--- src/rtl/early_rx_irq.sv ---
module early_rx_irq #(
  parameter int CNT_W = 12,
  parameter logic [3:0] CSR_ADDR = 4'hB
) (
  input  logic             clk,
  input  logic             rst_n,
  input  logic             byte_vld,
  input  logic             sof,
  input  logic             eof,
  input  logic             da_match,
  input  logic [CNT_W-1:0] thresh,
  input  logic             mon_mode,
  input  logic             lpbk_mode,
  input  logic [3:0]       reg_addr,
  input  logic             reg_wr,
  input  logic [7:0]       reg_wdata,
  output logic [7:0]       reg_rdata,
  output logic             irq_n
);
  localparam logic [CNT_W-1:0] CNT_MAX = {CNT_W{1'b1}};

  logic             en_q, mask_q, status_q;
  logic             in_frame_q, fired_q;
  logic [CNT_W-1:0] cnt_q, cnt_nxt;
  logic             acc, active, hit, csr_sel, clr;

  assign csr_sel = (reg_addr == CSR_ADDR);
  assign acc     = byte_vld && (sof || in_frame_q);
  assign cnt_nxt = sof ? CNT_W'(1) : (cnt_q == CNT_MAX) ? CNT_MAX : cnt_q + 1'b1;
  assign active  = en_q && !mon_mode && !lpbk_mode;
  assign hit     = acc && active && da_match && (thresh != '0) &&
                   (cnt_nxt == thresh) && (sof || !fired_q);
  assign clr     = reg_wr && csr_sel && reg_wdata[7];

  always_ff @(posedge clk or negedge rst_n) begin
    if (!rst_n) begin
      cnt_q      <= '0;
      in_frame_q <= 1'b0;
      fired_q    <= 1'b0;
    end else if (acc) begin
      cnt_q      <= cnt_nxt;
      in_frame_q <= !eof;
      fired_q    <= hit || (fired_q && !sof);
    end
  end

  always_ff @(posedge clk or negedge rst_n) begin
    if (!rst_n) begin
      en_q     <= 1'b0;
      mask_q   <= 1'b0;
      status_q <= 1'b0;
    end else begin
      if (reg_wr && csr_sel) begin
        en_q   <= reg_wdata[0];
        mask_q <= reg_wdata[1];
      end
      if (hit)      status_q <= 1'b1;
      else if (clr) status_q <= 1'b0;
    end
  end

  assign reg_rdata = csr_sel ? {status_q, 5'b0, mask_q, en_q} : 8'h00;
  assign irq_n     = !(status_q && mask_q);
endmodule


--- config.mk ---
export PLATFORM = sky130hd
export DESIGN_NAME = early_rx_irq
export DESIGN_NICKNAME = d
export VERILOG_FILES = /design/src/rtl/early_rx_irq.sv
export SDC_FILE = /design/constraint.sdc
export NUM_CORES = 1
export LEC_CHECK = 0
export ABC_CLOCK_PERIOD_IN_PS = 3800
export BUFFER_PORTS_ARGS = -buffer_cell sky130_fd_sc_hd__buf_4
export CAP_MARGIN = 30
export CORE_AREA = 2 2 56 58
export DETAILED_ROUTE_END_ITERATION = 7
export DIE_AREA = 0 0 58 60
export PLACE_DENSITY_LB_ADDON = 0.1
export SETUP_SLACK_MARGIN = 0.4
export SYNTH_ARGS = -nofsm -noshare
export SYNTH_HDL_FRONTEND = slang
export SYNTH_SLANG_ARGS = --single-unit
--- constraint.sdc ---
create_clock -name clk -period 3.8 [get_ports clk]
set_clock_uncertainty 0.05 [all_clocks]
set_input_delay 0 -clock clk [delete_from_list [all_inputs] [get_ports clk]]
set_output_delay 0 -clock clk [all_outputs]
set_load 0.02 [all_outputs]
; ---- Word level (Yosys, flattened, before mapping)
; Cells that the tools add are included.
[classes]
eq_ne = 3
n_addsub = 1
muxes = 5
n_reduce_logical = 23
[ops]
columns = cell, n
row1 = $mux W12, 2
row2 = $add A12 B1 Y12 const B, 1
row3 = $eq A12 B12 Y1, 1
row4 = $eq A12 B12 Y1 const B, 1
row5 = $logic_and A1 B1 Y1, 12
row6 = $reduce_bool A12 Y1, 1
row7 = $mux W8, 1
row8 = $logic_not A1 Y1, 6
row9 = $eq A4 B4 Y1 const B, 1
row10 = $logic_or A1 B1 Y1, 3
row11 = $mux W1, 2
row12 = $reduce_bool A2 Y1, 1
[word_totals]
regBits = 17
wordCells = 38
output_inout_bits = 9
in_bits = 33

; ---- Logic depth before layout (Yosys ltp)
; Gate-level depths: netlist (run 1).
[depth]
depth_word = 9
ltp_mapped = 9

; ---- Worst setup path before layout (run 1)
; Ideal clock, no wire load.
[synth_timing]
kind = register -> register
start = register cnt_q[0]
end = register status_q
synth_period_minus_slack_ns = 2.603
setup_slack_ns = 1.197
stages_incl_launch_ff = 10
arrival_time_ns = 2.476
setup_ns = 0.077
path_cell_list = dfrtp_1 > ha_1 > and3_1 > buf_4 > a21oi_2 > or4_1 > or4_1 > nor4_1 > o2111ai_1 > o21ai_1
[synth_via]
elab_chain_cells = 7
word_cells_on_any_way = 9
cone_classes = add/sub: 1 / eq/ne: 2 / mux: 3 / reduce/logical: 3
[synth_rtl]
columns = element, line
row1 = "start, declared", 24  ; logic [CNT_W-1:0] cnt_q, cnt_nxt;
row2 = "start signal, assigned", 41  ; cnt_q <= cnt_nxt;
row3 = $add A12 B1 Y12 or $eq A12 B12 Y1 (tied branches), 29  ; assign cnt_nxt = sof ? CNT_W'(1) : (cnt_q == CNT_MAX) ? CNT_MAX : cnt_q + 1'b1;
row4 = $mux W12 * (2 in series), 29
row5 = $eq A12 B12 Y1 *, 32  ; (cnt_nxt == thresh) && (sof || !fired_q);
row6 = $logic_and A1 B1 Y1 *, 31  ; assign hit = acc && active && da_match && (thresh != '0) &&
row7 = $logic_and A1 B1 Y1 *, 32
row8 = $mux W1 or $reduce_bool A2 Y1 (tied branches), n/a
row9 = "end signal, assigned", 51  ; status_q <= 1'b0;
row10 = "end signal, assigned", 57  ; if (hit) status_q <= 1'b1;
row11 = "end signal, assigned", 58  ; else if (clr) status_q <= 1'b0;
row12 = "end, declared", 22  ; logic en_q, mask_q, status_q;
; Mark *: on every way between the ends. The rest lies on a longest branch, timed or not.
; A chain may end at the register's enable or synchronous reset.

; ---- Worst setup path after layout (run 1)
; Ends and elaborated chain as after synthesis.

==> results.sh, run 1 <==
export IMPL_finalSetupViolCount=0
export IMPL_core_area_sq_um=2900
export IMPL_use_met3=0.0281
export IMPL_p_leak_nw=0.754
export IMPL_min_period_ns=2.95
export IMPL_setup_tns_ns=0
export IMPL_synth_ff_type="dfrtp_1"
export IMPL_async_flop_share=1.00
export IMPL_yosysUniqueCellTypes=50
export IMPL_syn_area_sq_um=1530
export IMPL_worstMarginPinSlew_ns=0.545
export IMPL_grt_busiest_layer="met2"
export IMPL_total_power_uw=454
export IMPL_rows=20
export IMPL_place_hpwl_microns=2960
export IMPL_first_pass_iters=4
export IMPL_h_tree_depth=1
export IMPL_cts_root_buf="clkbuf_4"
export IMPL_fp_dieW_microns=58
export IMPL_ys_ff_latch=17
export IMPL_numCtsBuffers=3
export IMPL_via_per_inst=6.18
export IMPL_place_congestion=0.869
export IMPL_first_iter_violations=111
export IMPL_yosysSeqAreaShare=0.279
export IMPL_synth_edf_count=0
export IMPL_cts_clk_slew_worst_paths_ns=0.12
export IMPL_holdWs_ns=0.00917
export IMPL_clk_path_buf_depth=2
export IMPL_cp_common_cell="or4_1"
export IMPL_die_h_microns=60
export IMPL_path_class="flip-flop to flip-flop"
export IMPL_slew_headroom=0.633
export IMPL_crit_required_ns=3.98
export IMPL_outcome="completed"
export IMPL_num_antenna_cells=0
export IMPL_grt_overflow=0
export IMPL_track_usage=0.247
export IMPL_cp_start_kind="flip-flop"
export IMPL_cp_max_fo=6
export IMPL_critPathMaxStageDelay_ns=0.52
export IMPL_cp_slowest_cell="or4_1"
export IMPL_antenna_found_initial=0
export IMPL_drive_gt1_frac=0.195
export IMPL_powerDensity_nw_per_um2=248
export IMPL_grt_pass1_vias=1487
export IMPL_dieArea_sq_um=3480
export IMPL_crit_chain="ha_1 -> and3_1 -> a21oi_2 -> or4_1 -> or4_1 -> nor4_1 -> o2111ai_1 -> o21ai_1"
export IMPL_syn_avg_cell_area_sq_um=7.79
export IMPL_worstSetupEndpointType="flip-flop"
export IMPL_cts_tree="done"
export IMPL_synth_warnings=0
export IMPL_wl_microns=4000
export IMPL_insertion_delay_ns=0.31
export IMPL_fill_cells=241
export IMPL_crit_arrival_ns=3.13
export IMPL_grt_max_degree=31
export IMPL_routedWlPerCell_microns=15.4
export IMPL_peakVddDrop_mv=0.182
export IMPL_hold_viol_final=0
export IMPL_grtUsageMet1=0.333
export IMPL_fmax_ghz=0.339
export IMPL_nets=261
export IMPL_fin_crit_sh=0.775
export IMPL_hold_path_class="input port to flip-flop"
export IMPL_rsz0062_at_grt="false"
export IMPL_maxSlewViolCount=0
export IMPL_grt_pass1_wl_microns=6670
export IMPL_ant_nets=0
export IMPL_io_pins=42
export IMPL_drc=0
export IMPL_synth_cells=196
export IMPL_start_util=0.526
export IMPL_placement_io_buffers=31
export IMPL_drv_cap=0
export IMPL_met2_usage=0.409
export IMPL_num_vias=1600
export IMPL_cts_sinks=17
export IMPL_synthToLayoutAreaGrowth_pct=20.0
[through the flow]
| stage | cells | util | worst slack (ns) | instance area [sq um] |
|---|---|---|---|---|
| 2_1_floorplan | 200 | - | 1.20 | 1540 |
| 3_3_place_gp | 247 | 0.593 | 0.792 | 1720 |
| 3_5_place_dp | 248 | 0.596 | 0.702 | 1730 |
| 4_1_cts | 259 | 0.629 | 0.669 | 1830 |
| 5_1_grt | 259 | 0.631 | 0.647 | 1830 |
| 6_report | 259 | 0.631 | 0.853 | 1830 |
[metal layers]
layer	vias to the layer above	part of all wire
met3	7	0.051
met5	-	0
li1	791	-
met2	54	0.47
met1	748	0.47
met4	0	0.012
[synth_stat cells, types with 2 or more instances]
cell type | count | area [sq um]
a31oi_1 | 6 | 37.5
nand2_1 | 15 | 56.3
and2_1 | 7 | 43.8
and3_1 | 6 | 37.5
o31ai_1 | 2 | 15.0
clkbuf_1 | 8 | 30.0
or4_1 | 2 | 15.0
nor2_1 | 12 | 45.0
xnor2_1 | 3 | 26.3
o21ai_1 | 3 | 15.0
nand2b_1 | 4 | 25.0
nor3b_1 | 5 | 37.5
nand3_1 | 11 | 55.1
dfrtp_1 | 17 | 425
inv_1 | 4 | 15.0
a41oi_1 | 2 | 17.5
nor4_1 | 4 | 25.0
a21oi_1 | 13 | 65.1
o21ai_0 | 11 | 55.1
or3_1 | 2 | 12.5
buf_4 | 9 | 67.6
mux2i_1 | 3 | 30.0
mux2_2 | 3 | 33.8
a211oi_1 | 2 | 15.0
o22a_1 | 5 | 43.8
o21a_1 | 3 | 22.5
nand4_1 | 3 | 18.8
nor3_1 | 6 | 30.0
xor2_1 | 4 | 35.0
[where the power goes]
| part | switching [mW] | internal, mW | total, mW |
|---|---|---|---|
| Clock | 0.0661 | 0.0393 | 0.105 |
| Sequential | 0.0192 | 0.196 | 0.215 |
| Combinational | 0.0691 | 0.0639 | 0.133 |
[flip-flops by register name, indices dropped and copies added (netlist names)]
register / count
status_q: 1
cnt_q: 12
en_q: 1
in_frame_q: 1
fired_q: 1
mask_q: 1
[critical path, delay by kind of cell (launching register included)]
kind	cells	cell delay [ns]
and+or+nand+nor	4	1.66
DFF	1	0.44
AOI/OAI and AO/OA	3	0.43
adders and majority gates	1	0.30
[cell type report]
| type | count | area [sq um] | area share |
|---|---|---|---|
| Clock buffer | 3 | 22.5 | 0.0123 |
| Clock inverter | 1 | 5.00 | 0.00273 |
| Inverter | 4 | 15.0 | 0.00820 |
| Multi-Input combinational cell | 161 | 1000 | 0.548 |
| Sequential cell | 17 | 425 | 0.232 |
| Tap cell | 33 | 41.3 | 0.0225 |
| Timing Repair Buffer | 40 | 318 | 0.173 |
[placed cells by master, fill, tap and decap left out, types with 5 or more instances in the layout]
cell type and instances:
buf_4 33, dfrtp_1 17, nand2_1 15, a21oi_1 13, nor2_1 12, nand3_1 11
o21ai_0 11, and2_1 7, dlygate4sd3_1 7, and3_1 6, a31oi_1 6, nor3_1 5
o22a_1 5, nor3b_1 5, conb_1 5
[logic make-up after synthesis]
| family | share of synthesized area |
|---|---|
| simple gates | 0.297 |
| compound gates | 0.256 |
| buf+inv | 0.0762 |
| flops | 0.279 |
| xor+xnor | 0.0402 |
| mux | 0.0418 |
| fa+ha+maj | 0.00820 |
| other cells | 0.00246 |
[timing repair]
| item | 4_1_cts | 5_1_grt |
|---|---|---|
| resized for setup | 0 | 1 |
| hold buffers | 7 | 0 |
| hold endpoints to repair | 22 | 0 |
| endpoints found under the setup margin | 0 | 1 |
| buffers inserted | 0 | 0 |
[final timing paths]
kind,cells past startpoint,endpoint,slack (ns),from
min in group asynchronous,2,fired_q,0.03,rst_n
worst min-delay path,4,fired_q,0.009,thresh[4]
worst max-delay path,8,status_q,0.85,cnt_q[0]
worst max register to register,8,status_q,0.85,cnt_q[0]
max in group asynchronous,2,cnt_q[10],3.46,rst_n
worst min register to register,2,fired_q,0.47,fired_q
Note: power is estimated with default switching activity, not from simulation.
==> run 2: changes to the inputs <==
--- a/config.mk
+++ b/config.mk
@@ -5,7 +5,8 @@
 export SDC_FILE = /design/constraint.sdc
 export NUM_CORES = 1
 export LEC_CHECK = 0
-export ABC_CLOCK_PERIOD_IN_PS = 3800
+export ABC_AREA = 1
+export ABC_CLOCK_PERIOD_IN_PS = 2900
 export BUFFER_PORTS_ARGS = -buffer_cell sky130_fd_sc_hd__buf_4
 export CAP_MARGIN = 30
 export CORE_AREA = 2 2 56 58
==> constraint.sdc (replaced) <==
create_clock -name clk -period 2.9 [get_ports clk]
set_clock_uncertainty 0.05 [all_clocks]
set_input_delay 0 -clock clk [delete_from_list [all_inputs] [get_ports clk]]
set_output_delay 0 -clock clk [all_outputs]
set_load 0.02 [all_outputs]
==> results.sh, run 2 <==
export IMPL_dieArea_sq_um=3480
export IMPL_synthToLayoutAreaGrowth_pct=24.9
export IMPL_worstMarginPinSlew_ns=0.648
export IMPL_final_common_cell="nand2_1"
export IMPL_dr_max_layer_used="met4"
export IMPL_p_leak_nw=0.842
export IMPL_cts_tree="done"
export IMPL_top_register="cnt_q"
export IMPL_grt_pass1_vias=1315
export IMPL_grt_max_degree=27
export IMPL_rr_worst_depth=13
export IMPL_dr_wl_met2_microns=1550
export IMPL_synthTopCellsByArea="dfrtp_1 30%, nand2_1 21%, nand3_1 10%"
export IMPL_hold_viol_final=0
export IMPL_combinationalPowerShare=0.284
export IMPL_num_antenna_cells=0
export IMPL_async_flop_share=1.00
export IMPL_wl_met3_microns=132
export IMPL_maxSlewViolCount=0
export IMPL_yosysMostFrequentCell="nand2_1"
export IMPL_place_hpwl_microns=2450
export IMPL_insertion_delay_ns=0.30
export IMPL_synth_edf_count=0
export IMPL_setup_tns_ns=0
export IMPL_layout_common_cells="77 x nand2_1, 31 x buf_4, 29 x nand3_1"
export IMPL_synth_top_area_frac=0.304
export IMPL_syn_area_sq_um=1400
export IMPL_slew_headroom=0.565
export IMPL_numCtsBuffers=3
export IMPL_switching_share=0.330
export IMPL_yosysUniqueCellTypes=25
export IMPL_fin_util=0.602
export IMPL_switchingPower_uw=188
export IMPL_h_tree_depth=1
export IMPL_yosysSeqAreaShare=0.304
export IMPL_drive_gt1_frac=0.166
export IMPL_drc=0
export IMPL_fin_crit_sh=0.735
export IMPL_grt_pass1_wl_microns=5620
export IMPL_postCtsSetupRepairBufs=0
export IMPL_cts_sinks=17
export IMPL_track_usage=0.212
export IMPL_clk_path_buf_depth=2
export IMPL_hold_path_class="input port to asynchronous set/reset pin"
export IMPL_cp_max_fo=13
export IMPL_wl_met1_microns=1560
export IMPL_antenna_found_initial=0
export IMPL_outcome="completed"
export IMPL_peakVddDrop_mv=0.247
export IMPL_r2r_end="status_q"
export IMPL_syn_avg_cell_area_sq_um=6.19
export IMPL_holdWs_ns=0.0476
export IMPL_grt_overflow=0
export IMPL_ant_nets=0
export IMPL_drv_cap=0
export IMPL_fp_dieW_microns=58
export IMPL_total_power_uw=570
export IMPL_nets=300
export IMPL_first_pass_iters=5
export IMPL_wl_microns=3270
export IMPL_finalSetupViolCount=0
export IMPL_synth_ff_type="dfrtp_1"
export IMPL_die_h_microns=60
export IMPL_place_ws_ns=0.773
export IMPL_worstSetupEndpointType="flip-flop"
export IMPL_powerDensity_nw_per_um2=326
export IMPL_postCtsResizedCells=0
export IMPL_placement_io_buffers=31
export IMPL_fmax_ghz=0.469
export IMPL_worst_r2r_setup_slack_ns=0.77
export IMPL_power_share_sequential=0.480
export IMPL_rr_startpoint="cnt_q[0]"
export IMPL_cts_clk_slew_worst_paths_ns=0.11
export IMPL_clockPowerShare=0.235
export IMPL_routedWlPerCell_microns=11.0
export IMPL_internal_power_uw=382
export IMPL_place_congestion=0.860
export IMPL_synth_warnings=0
export IMPL_via_per_inst=4.94
export IMPL_first_iter_violations=42
export IMPL_yosys_area_top_type="dfrtp_1"
export IMPL_cts_root_buf="clkbuf_4"
export IMPL_setup_slack_ns=0.768
export IMPL_cp_start_kind="flip-flop"
export IMPL_synthTopCellsByCount="77 x nand2_1, 29 x nand3_1, 27 x inv_1"
export IMPL_largest_reg_flops=12
export IMPL_rsz0062_at_grt="false"
export IMPL_rows=20
export IMPL_core_area_sq_um=2900
export IMPL_start_util=0.482
export IMPL_path_class="flip-flop to flip-flop"
export IMPL_min_period_ns=2.13
export IMPL_num_vias=1473
export IMPL_crit_required_ns=3.09
export IMPL_startpoint="cnt_q[0]"
export IMPL_crit_arrival_ns=2.32
export IMPL_synth_cells=226
export IMPL_ys_ff_latch=17
export IMPL_io_pins=42
## run 2: final cells by class
class | count | area, sq um
Sequential cell | 17 | 425
Tap cell | 33 | 41.3
Timing Repair Buffer | 41 | 333
Inverter | 28 | 105
Clock buffer | 4 | 26.3
Fill cell | 298 | 1160
Multi-Input combinational cell | 175 | 816
## run 2: stage by stage
step                area (sq um)  instances
finish                      1750        298
floorplan                   1410        230
global placement            1620        284
global route                1750        298
CTS                         1750        298
detailed placement          1620        284
## run 2: routing by layer
layer / vias up / global-route usage
met2: 28 / 0.370
met1: 652 / 0.270
met3: 4 / 0.0281
met5: - / 0
li1: 789 / -
met4: 0 / 0.0698
## run 2: logic make-up after synthesis
group                    share of synthesized area
buffers and inverters                        0.123
AO/OA/AOI/OAI                               0.0769
flip-flops                                   0.304
AND/OR/NAND/NOR                              0.484
other                                      0.00268
adder cells (fa/ha/maj)                    0.00894
## run 2: repair_timing
| action | CTS | global route |
|---|---|---|
| hold buffers | 10 | 0 |
| endpoints found under the setup margin | 0 | 0 |
| endpoints found under the hold margin | 23 | 0 |
## run 2: critical path: stages, from the launching register on
cell	delay, ns
dfrtp_1	0.44
ha_1	0.25
nand2_2	0.10
nor2_4	0.16
nand3_4	0.20
o21ai_0	0.17
nand2_1	0.10
nand2_1	0.08
nand2_1	0.05
nor2_1	0.12
nand2_1	0.06
nor2_1	0.14
nand3_1	0.10
nand2_1	0.06
## run 2: how the worst max path moves through the flow
| stage | to | slack, ns | depth (start not counted) |
|---|---|---|---|
| after floorplan | status_q | 1.15 | 14 |
| after global placement | status_q | 0.81 | 13 |
| after detailed placement | status_q | 0.77 | 13 |
| after CTS | status_q | 0.74 | 13 |
| after global routing | status_q | 0.47 | 13 |
| final | status_q | 0.77 | 13 |
## run 2: power by group through the flow
stage               logic, mW  registers, mW  clock network [mW]
global route            0.185          0.277               0.149
CTS                     0.162          0.274               0.137
global placement        0.146          0.278                   0
floorplan               0.102          0.273                   0
finish                  0.162          0.274               0.134
detailed placement      0.147          0.279                   0
